### config.mk
export PLATFORM = sky130hd
export DESIGN_NAME = pen_contact_filter
export DESIGN_NICKNAME = d
export VERILOG_FILES = /design/src/rtl/pen_dbc_pkg.sv /design/src/rtl/pen_sync.sv /design/src/rtl/pen_window.sv /design/src/rtl/pen_flags.sv /design/src/rtl/pen_contact_filter.sv
export SDC_FILE = /design/constraint.sdc
export NUM_CORES = 1
export LEC_CHECK = 0
export BUFFER_PORTS_ARGS = -buffer_cell sky130_fd_sc_hd__buf_2
export CAP_MARGIN = 20
export CORE_MARGIN = 2
export CORE_UTILIZATION = 56
export CTS_BUF_LIST = sky130_fd_sc_hd__clkbuf_4
export DETAILED_ROUTE_END_ITERATION = 10
export PLACE_DENSITY_LB_ADDON = 0.1
export REMOVE_ABC_BUFFERS = 1
export SLEW_MARGIN = 20
export SYNTH_ARGS = -nofsm -noshare
export SYNTH_HDL_FRONTEND = slang
export SYNTH_SLANG_ARGS = --single-unit
### constraint.sdc
create_clock -name clk -period 2.81 [get_ports clk]
set_input_delay 0.1405 -clock clk [delete_from_list [all_inputs] [get_ports clk]]
set_output_delay 0.1405 -clock clk [all_outputs]
set_load 0.01 [all_outputs]
### src/rtl/pen_dbc_pkg.sv
`timescale 1ns/1ps
package pen_dbc_pkg;

  typedef enum logic {
    PEN_AWAY  = 1'b0,
    PEN_TOUCH = 1'b1
  } pen_state_e;

  // Window length in ticks for a given exponent.
  function automatic int unsigned dbc_span(input int unsigned e);
    return 32'd1 << e;
  endfunction

endpackage

### src/rtl/pen_sync.sv
`timescale 1ns/1ps
module pen_sync #(
  parameter int STAGES = 2
) (
  input  logic clk,
  input  logic rst_n,
  input  logic d,
  output logic q
);
  logic [STAGES-1:0] sh_q;

  generate
    if (STAGES == 1) begin : g_one
      always_ff @(posedge clk or negedge rst_n) begin
        if (!rst_n) sh_q <= '0;
        else        sh_q <= d;
      end
    end else begin : g_many
      always_ff @(posedge clk or negedge rst_n) begin
        if (!rst_n) sh_q <= '0;
        else        sh_q <= {sh_q[STAGES-2:0], d};
      end
    end
  endgenerate

  assign q = sh_q[STAGES-1];
endmodule

### src/rtl/pen_window.sv
`timescale 1ns/1ps
module pen_window
  import pen_dbc_pkg::*;
#(
  parameter int EXP_W = 4,
  parameter int CNT_W = 16
) (
  input  logic             clk,
  input  logic             rst_n,
  input  logic             en,
  input  logic             tick,
  input  logic             raw_s,
  input  logic [EXP_W-1:0] exp_n,
  output logic             level,
  output logic             down_p,
  output logic             up_p,
  output logic             take_dn,
  output logic             take_up,
  output logic [CNT_W-1:0] run_cnt,
  output logic [CNT_W-1:0] span
);
  pen_state_e       level_q;
  logic [CNT_W-1:0] cnt_q;
  logic             differ;
  logic             reach;

  assign span    = CNT_W'(dbc_span(32'(exp_n)));
  assign differ  = en && (raw_s != logic'(level_q));
  assign reach   = differ && tick && ((cnt_q + CNT_W'(1)) == span);
  assign take_dn = reach && (level_q == PEN_AWAY);
  assign take_up = reach && (level_q == PEN_TOUCH);

  always_ff @(posedge clk or negedge rst_n) begin
    if (!rst_n) begin
      level_q <= PEN_AWAY;
      cnt_q   <= '0;
      down_p  <= 1'b0;
      up_p    <= 1'b0;
    end else begin
      down_p <= take_dn;
      up_p   <= take_up;
      if (!en) begin
        level_q <= PEN_AWAY;
        cnt_q   <= '0;
      end else if (tick) begin
        if (!differ) begin
          cnt_q <= '0;
        end else if (reach) begin
          level_q <= (level_q == PEN_AWAY) ? PEN_TOUCH : PEN_AWAY;
          cnt_q   <= '0;
        end else begin
          cnt_q <= cnt_q + CNT_W'(1);
        end
      end
    end
  end

  assign level   = logic'(level_q);
  assign run_cnt = cnt_q;
endmodule

### src/rtl/pen_flags.sv
`timescale 1ns/1ps
module pen_flags #(
  parameter int N_FLAGS = 2
) (
  input  logic               clk,
  input  logic               rst_n,
  input  logic [N_FLAGS-1:0] set_v,
  input  logic               clr,
  output logic [N_FLAGS-1:0] flag_v
);
  generate
    for (genvar i = 0; i < N_FLAGS; i++) begin : g_flag
      always_ff @(posedge clk or negedge rst_n) begin
        if (!rst_n) flag_v[i] <= 1'b0;
        else        flag_v[i] <= set_v[i] | (flag_v[i] & ~clr);
      end
    end
  endgenerate
endmodule

### src/rtl/pen_contact_filter.sv
`timescale 1ns/1ps
module pen_contact_filter #(
  parameter int EXP_W       = 4,
  parameter int SYNC_STAGES = 2
) (
  input  logic             clk,
  input  logic             rst_n,
  input  logic             det_en,
  input  logic [EXP_W-1:0] dbc_exp,
  input  logic             adc_tick,
  input  logic             pen_raw,
  input  logic             stat_clr,
  output logic             pen_level,
  output logic             pen_down_pulse,
  output logic             pen_up_pulse,
  output logic             stat_down,
  output logic             stat_up
);
  localparam int CNT_W = 1 << EXP_W;

  logic             raw_s;
  logic             take_dn;
  logic             take_up;
  logic [CNT_W-1:0] run_cnt;
  logic [CNT_W-1:0] span;
  logic [1:0]       flag_v;

  pen_sync #(.STAGES(SYNC_STAGES)) sync_i (
    .clk(clk), .rst_n(rst_n), .d(pen_raw), .q(raw_s)
  );

  pen_window #(.EXP_W(EXP_W), .CNT_W(CNT_W)) win_i (
    .clk(clk), .rst_n(rst_n), .en(det_en), .tick(adc_tick),
    .raw_s(raw_s), .exp_n(dbc_exp), .level(pen_level),
    .down_p(pen_down_pulse), .up_p(pen_up_pulse),
    .take_dn(take_dn), .take_up(take_up),
    .run_cnt(run_cnt), .span(span)
  );

  pen_flags #(.N_FLAGS(2)) flags_i (
    .clk(clk), .rst_n(rst_n), .set_v({take_up, take_dn}),
    .clr(stat_clr), .flag_v(flag_v)
  );

  assign stat_down = flag_v[0];
  assign stat_up   = flag_v[1];
endmodule

==> results of run 1 <==
worst max-delay path: stages, from the launching register on:
cell      delay [ns]
dfrtp_1         0.56
nand3_2         0.19
or3_4           0.43
a211o_1         0.30
a211o_1         0.30
a22oi_2         0.21
buf_4           0.18
a31oi_4         0.16
nand3_1         0.17
o311ai_2        0.12
flip-flops by register name, summed over array words and instances, names as in the netlist:
signal	count
win_i.run_cnt	16
flags_i.flag_v	2
sync_i.sh_q	2
win_i.down_p	1
win_i.level	1
win_i.up_p	1
cells by family (layout without fill, tap and decap cells):
kind of cell | count (synthesis) | count (layout) | synth area share (%)
AO/OA/AOI/OAI | 39 | 39 | 18.1
XOR/XNOR | 15 | 15 | 7.64
adder cells (fa/ha/maj) | 1 | 1 | 0.727
buffers and inverters | 19 | 40 | 5.31
flip-flops | 23 | 23 | 33.5
multiplexers | 6 | 6 | 4.22
AND/OR/NAND/NOR | 88 | 89 | 30.5
report_power, final:
part / internal [mW] / switching [mW]
Sequential: 0.334 / 0.00171
Combinational: 0.0384 / 0.0595
Clock: 0.0532 / 0.104
Total: 0.426 / 0.165
final timing paths:
kind	end	slack (ns)	depth (start not counted)
min in group asynchronous	win_i.run_cnt[13]$_DFFE_PN0P_	0.30	2
min reg2reg	sync_i.sh_q[1]$_DFF_PN0_	0.37	0
min	win_i.level$_DFFE_PN0P_	0.06	2
max	win_i.run_cnt[12]$_DFFE_PN0P_	0.06	9
max reg2reg	win_i.run_cnt[12]$_DFFE_PN0P_	0.06	9
max in group asynchronous	win_i.run_cnt[3]$_DFFE_PN0P_	2.13	2
final cells by class:
type	instances	area, µm²	area share, %
clock buffers	3	22.5	1.15
clock inverters	1	5.00	0.255
inverters	7	26.3	1.34
multi-input cells	150	1100	56.1
flip-flops and latches	23	577	29.4
well taps	33	41.3	2.11
repair buffers	29	188	9.58
cells in the mapped netlist (all sizes together), types with 2 or more instances:
| library cell | instances |
|---|---|
| o21ai | 6 |
| a21oi | 3 |
| a31oi | 5 |
| o2111ai | 2 |
| inv | 7 |
| xnor2 | 12 |
| nor2 | 5 |
| a211o | 2 |
| a21o | 3 |
| and2 | 2 |
| and4 | 4 |
| nand3 | 18 |
| nand4b | 2 |
| mux2i | 6 |
| xor2 | 3 |
| nand4 | 3 |
| clkbuf | 4 |
| buf | 8 |
| or3 | 2 |
| nor4b | 3 |
| nor3 | 5 |
| nor4 | 2 |
| or2 | 2 |
| dfrtp | 23 |
| nor4bb | 4 |
| o21a | 2 |
| and3 | 6 |
| o311ai | 8 |
| nand2 | 24 |
| nor2b | 3 |
layout by cell type (no fill, tap or decap), types with 2 or more instances in the layout:
cell and n:
xor2_1 3, nor3_1 5, mux2i_1 5, dfrtp_1 22, or2_2 2, o2111ai_1 2
a211o_1 2, clkbuf_4 3, buf_4 13, o21ai_0 5, nand2_1 23, and3_1 6
o21a_1 2, a31oi_4 2, a31oi_1 3, xnor2_1 11, nand3_1 17, a21o_1 3
inv_1 7, a21oi_1 3, dlygate4sd3_1 2, nor4bb_1 4, o311ai_1 6, nor2b_1 2
and2_1 2, buf_2 14, o311ai_2 2, and4_1 3, nor4b_1 2, nand4_1 3
nor2_1 5, nand4b_1 2
repair_timing:
item / CTS / global route
resized for setup: 0 / 7
hold buffers: 2 / 0
endpoints found under the hold margin: 24 / 0
setup endpoints to repair: 0 / 17
metal layers:
layer	vias to the layer above	track usage (%)	part of all wire, %	wire [µm]
met3	8	1.97	3.6	150
met4	0	6.82	1.8	74
met1	766	31.6	43	1790
met5	-	0	0	0
met2	44	43.0	52	2190
li1	761	-	-	-
through the flow:
step	worst slack (ns)	TNS, ns	hold slack [ns]	utilization (%)	power [mW]
after global routing	-0.0322	-0.124	0.0498	65.8	0.615
final	0.0559	0	0.0625	65.8	0.591
after global placement	0.0730	0	0.136	62.6	0.430
after CTS	0.0192	0	0.0514	64.2	0.593
after floorplan	0.0555	0	-0.155	-	0.390
after detailed placement	0.0286	0	0.148	62.6	0.433
==> metrics.yaml, run 1 <==
floorplanning:
  die_y_um: 59.4
  initial_core_util_pct: 57.8
  ios: 15
  dieArea_um2: 3530
  die_w_um: 59.4
  num_rows: 20
  fp.coreArea_um2: 2980
clock_network:
  cts_tree: "yes"
  clk_latency_ns: 0.32
  clk_path_buf_depth: 2
  root_buffer: "clkbuf_4"
  cts_num_sinks: 23
  cts_buffers: 3
  h-tree-depth: 1
  cts_setup_buffers: 0
  clkTransAtPathRegs_ns: 0.14
setup_path:
  crit_start: "win_i.run_cnt[2]$_DFFE_PN0P_"
  end_kind: "register"
  r2r_start: "win_i.run_cnt[2]$_DFFE_PN0P_"
  cp-start-kind: "register"
  cp.arrival_ns: 2.94
  crit_fanout: 10
  crit_type: "reg2reg"
  required_ns: 2.99
placed_design:
  portBuffers: 14
  gp_congestion: 0.918
  hpwlAfterDp_um: 3080
  dpl_cell_area_um2: 1860
  dp.cells: 239
sta:
  rsz0062_at_grt: "true"
  finalSetupViolations: 0
  tightest_slew_ns: 0.703
  slew_violations: 0
  fin_crit_ns: 2.75
  fmax_mhz: 363
  clock_skew_ns: 0.0173
  hold_viol: 0
  relSlewSlack_pct: 52.9
  timing.final.crit_share_pct: 98.0
drt:
  post-route-drc-count: 0
  dr_total_vias: 1579
  wl_per_cell_um: 17.1
  routed_wl_um: 4210
  viasPerCell: 6.42
  final_antenna_net_count: 0
  drtPass1Iterations: 4
  first_iter_violations: 67
yosys:
  ys.flop_type: "dfrtp_1"
  syn_inst: 191
  syn_area_um2: 1720
  synthTopCellsByArea: "dfrtp_1 33%, xnor2_1 6.1%, nand2_1 5.0%"
  yosys.area.top_type_share_pct: 33.5
  syn_area_per_cell_um2: 9.01
  synth_edf_count: 0
  yosysUniqueCellTypes: 54
  yosysWarnings: 0
  synth_area_leader_cell: "dfrtp_1"
  yosysSeqAreaShare_pct: 33.5
  ys_ff_latch: 23
  async_flop_share_pct: 100
flow_run:
  drv_cap: 0
finish:
  drive_gt1_share_pct: 23.0
  area_growth_pct: 13.9
  antenna_cells: 0
  fill_cells: 262
  final_cells: 246
  design_area_um2: 1960
  fin_nets: 225
power_and_ir_drop:
  leakage_nw: 0.833
  powerDensity_nw_per_um2: 302
  peakVddDrop_v: 0.000177
global_route:
  grt_first_pass_wirelength_um: 6540
  grt_pass1_vias: 1410
  antenna_found_initial: 0
  grt_max_degree: 24
  track_usage_pct: 24.4
  overflow: 0
min_path:
  min_path_type: "in2reg"
  min_from: "det_en"
run_status:
  status: "completed"
Note: power is estimated with default switching activity, not from simulation.
==> inputs of run 2 (changes only) <==
==> constraint.sdc (replaced) <==
create_clock -name clk -period 2.3 [get_ports clk]
set_input_delay 0.115 -clock clk [delete_from_list [all_inputs] [get_ports clk]]
set_output_delay 0.115 -clock clk [all_outputs]
set_load 0.01 [all_outputs]
==> metrics.yaml, run 2 (synthesized netlist as in run 1, its figures left out) <==
run_status:
  status: "finished with violations"  # was completed
  violations: "setup timing"
sta:
  fmax_mhz: 357  # was 363 MHz
  finalWorstSetupSlack_ns: -0.505  # was 0.0559 ns
  slew_violations: 0  # unchanged
  rsz0062_at_grt: "true"  # unchanged
  finalSetupViolations: 21  # was 0
  relSlewSlack_pct: 62.7  # was 52.9%
  timing.final.crit_share_pct: 122  # was 98.0%
  clock_skew_ns: 0.00669  # was 0.0173 ns
  hold_viol: 0  # unchanged
  fin_crit_ns: 2.80  # was 2.75 ns
  whs_ns: 0.0191  # was 0.0625 ns
  tightest_slew_ns: 0.560  # was 0.703 ns
power_and_ir_drop:
  power_uw: 814  # was 591 µW
  peakVddDrop_v: 0.000229  # was 0.000177 V
  leakage_nw: 1.19  # was 0.833 nW
  powerDensity_nw_per_um2: 301  # was 302 nW/µm²
clock_network:
  root_buffer: "clkbuf_4"  # unchanged
  clk_latency_ns: 0.34  # was 0.32 ns
  h-tree-depth: 1  # unchanged
  clk_path_buf_depth: 2  # unchanged
  cts_tree: "yes"  # unchanged
  cts_num_sinks: 23  # unchanged
  cts_buffers: 3  # unchanged
  clkTransAtPathRegs_ns: 0.14  # about the same
setup_path:
  crit_type: "reg2reg"  # unchanged
  critPathSlowestCell: "dfrtp_1"  # unchanged
  r2r_cells: 14  # was 9
  r2r_start: "win_i.run_cnt[0]$_DFFE_PN0P_"  # was win_i.run_cnt[2]$_DFFE_PN0P_
  crit_start: "win_i.run_cnt[0]$_DFFE_PN0P_"  # was win_i.run_cnt[2]$_DFFE_PN0P_
  crit_fanout: 5  # was 10
  cp_common_cell: "buf_4"  # was a211o_1
  crit_chain: "buf_6 > ha_4 > buf_4 > and3_4 > buf_4 > nand4_1 > o31a_1 > nor4_4 > buf_4 > buf_4 > buf_4 > nand3_4 > nor2_4 > o21a_1"  # was nand3_2 > or3_4 > a211o_1 > a211o_1 > a22oi_2 > buf_4 > a31oi_4 > nand3_1 > o311ai_2
  cp.arrival_ns: 3.10  # was 2.94 ns
  reg2reg_slack_ns: -0.50  # was 0.06 ns
  required_ns: 2.59  # was 2.99 ns
  r2r_end: "win_i.level$_DFFE_PN0P_"  # was win_i.run_cnt[12]$_DFFE_PN0P_
  worst_path_largest_cell_delay_ns: 0.43  # was 0.56 ns
  end_kind: "register"  # unchanged
  cp-start-kind: "register"  # unchanged
drt:
  first_iter_violations: 184  # was 67
  routed_wl_um: 6960  # was 4210 µm
  wl_per_cell_um: 22.8  # was 17.1 µm
  final_antenna_net_count: 0  # unchanged
  viasPerCell: 6.98  # was 6.42
  dr_total_vias: 2129  # was 1579
  post-route-drc-count: 0  # unchanged
  drtPass1Iterations: 5  # was 4
global_route:
  track_usage_pct: 37.9  # was 24.4%
  grt_first_pass_wirelength_um: 9690  # was 6540 µm
  grt_pass1_vias: 2062  # was 1410
  overflow: 0  # unchanged
  grt_max_degree: 24  # unchanged
  antenna_found_initial: 0  # unchanged
finish:
  area_growth_pct: 56.9  # was 13.9%
  final_cell_mix: "60 x buf_4, 22 x nand2_1, 22 x dfrtp_1"  # was 23 x nand2_1, 22 x dfrtp_1, 17 x nand3_1
  drive_gt1_share_pct: 51.1  # was 23.0%
  largest_reg_flops: 16  # unchanged
  fin_nets: 284  # was 225
  final_common_cell: "buf_4"  # was nand2_1
  final_cells: 305  # was 246
  antenna_cells: 0  # unchanged
min_path:
  min_path_type: "in2reg"  # unchanged
  holdPathStages: 2  # unchanged
  hold_path_end: "win_i.level$_DFFE_PN0P_"  # unchanged
  min_from: "det_en"  # unchanged
placed_design:
  dp_slack_ns: -0.437  # was 0.0286 ns
  gp_congestion: 0.870  # was 0.918
  dp.cells: 280  # was 239
  hpwlAfterDp_um: 3610  # was 3080 µm
  portBuffers: 14  # unchanged
floorplanning:
  ios: 15  # unchanged
  num_rows: 20  # unchanged
  initial_core_util_pct: 57.8  # unchanged
  fp.coreArea_um2: 2980  # unchanged
  dieArea_um2: 3530  # unchanged
  die_y_um: 59.4  # unchanged
  die_w_um: 59.4  # unchanged
flow_run:
  drv_cap: 0  # unchanged
[run 2: through the flow]
stage / util, % / setup TNS, ns / area [µm²]
2_1_floorplan: - / -6.28 / 1660
3_3_place_gp: 72.9 / -6.14 / 2170
3_5_place_dp: 72.9 / -7.03 / 2170
4_1_cts: 84.2 / -5.67 / 2510
5_1_grt: 90.7 / -9.93 / 2700
6_report: 90.7 / -8.60 / 2700
[run 2: worst max path at each step]
stage,end
after global placement,win_i.run_cnt[6]$_DFFE_PN0P_
after detailed placement,win_i.run_cnt[6]$_DFFE_PN0P_
after CTS,win_i.run_cnt[6]$_DFFE_PN0P_
after global routing,win_i.run_cnt[10]$_DFFE_PN0P_
final,win_i.level$_DFFE_PN0P_
after floorplan,win_i.run_cnt[6]$_DFFE_PN0P_
[run 2: worst max-delay path, delay by kind of cell, from the launching register on]
| kind | cells | cell delay, ns |
|---|---|---|
| adder cells (fa/ha/maj) | 1 | 0.15 |
| flip-flops | 1 | 0.43 |
| AND/OR/NAND/NOR | 5 | 0.94 |
| buffers and inverters | 6 | 0.79 |
| AO/OA/AOI/OAI | 2 | 0.47 |
[run 2: cell type report]
| cell class | count | area (µm²) |
|---|---|---|
| clock buffer | 3 | 22.5 |
| multi-input combinational | 151 | 1360 |
| sequential | 23 | 577 |
| fill | 110 | 278 |
| timing repair buffer | 87 | 664 |
| clock inverter | 1 | 5.00 |
| inverter | 7 | 26.3 |
| tap | 33 | 41.3 |
[run 2: power by group]
group          total (mW)  internal, mW  switching (mW)
Combinational       0.197        0.0899           0.107
Clock               0.205        0.0656           0.140
Sequential          0.412         0.408         0.00314
[run 2: per-layer routing]
metal / wire [µm] / track usage [%]
met1: 2490 / 37.2
met2: 3470 / 68.3
met3: 457 / 6.99
met4: 548 / 30.2
met5: 0 / 0
[run 2: timing repair]
action,in CTS,in global routing
cloned,2,0
hold buffers,2,0
gates resized for setup,38,29
hold endpoints to repair,24,0
buffers inserted,10,7
endpoints found under the setup margin,21,21
pin swaps,20,20
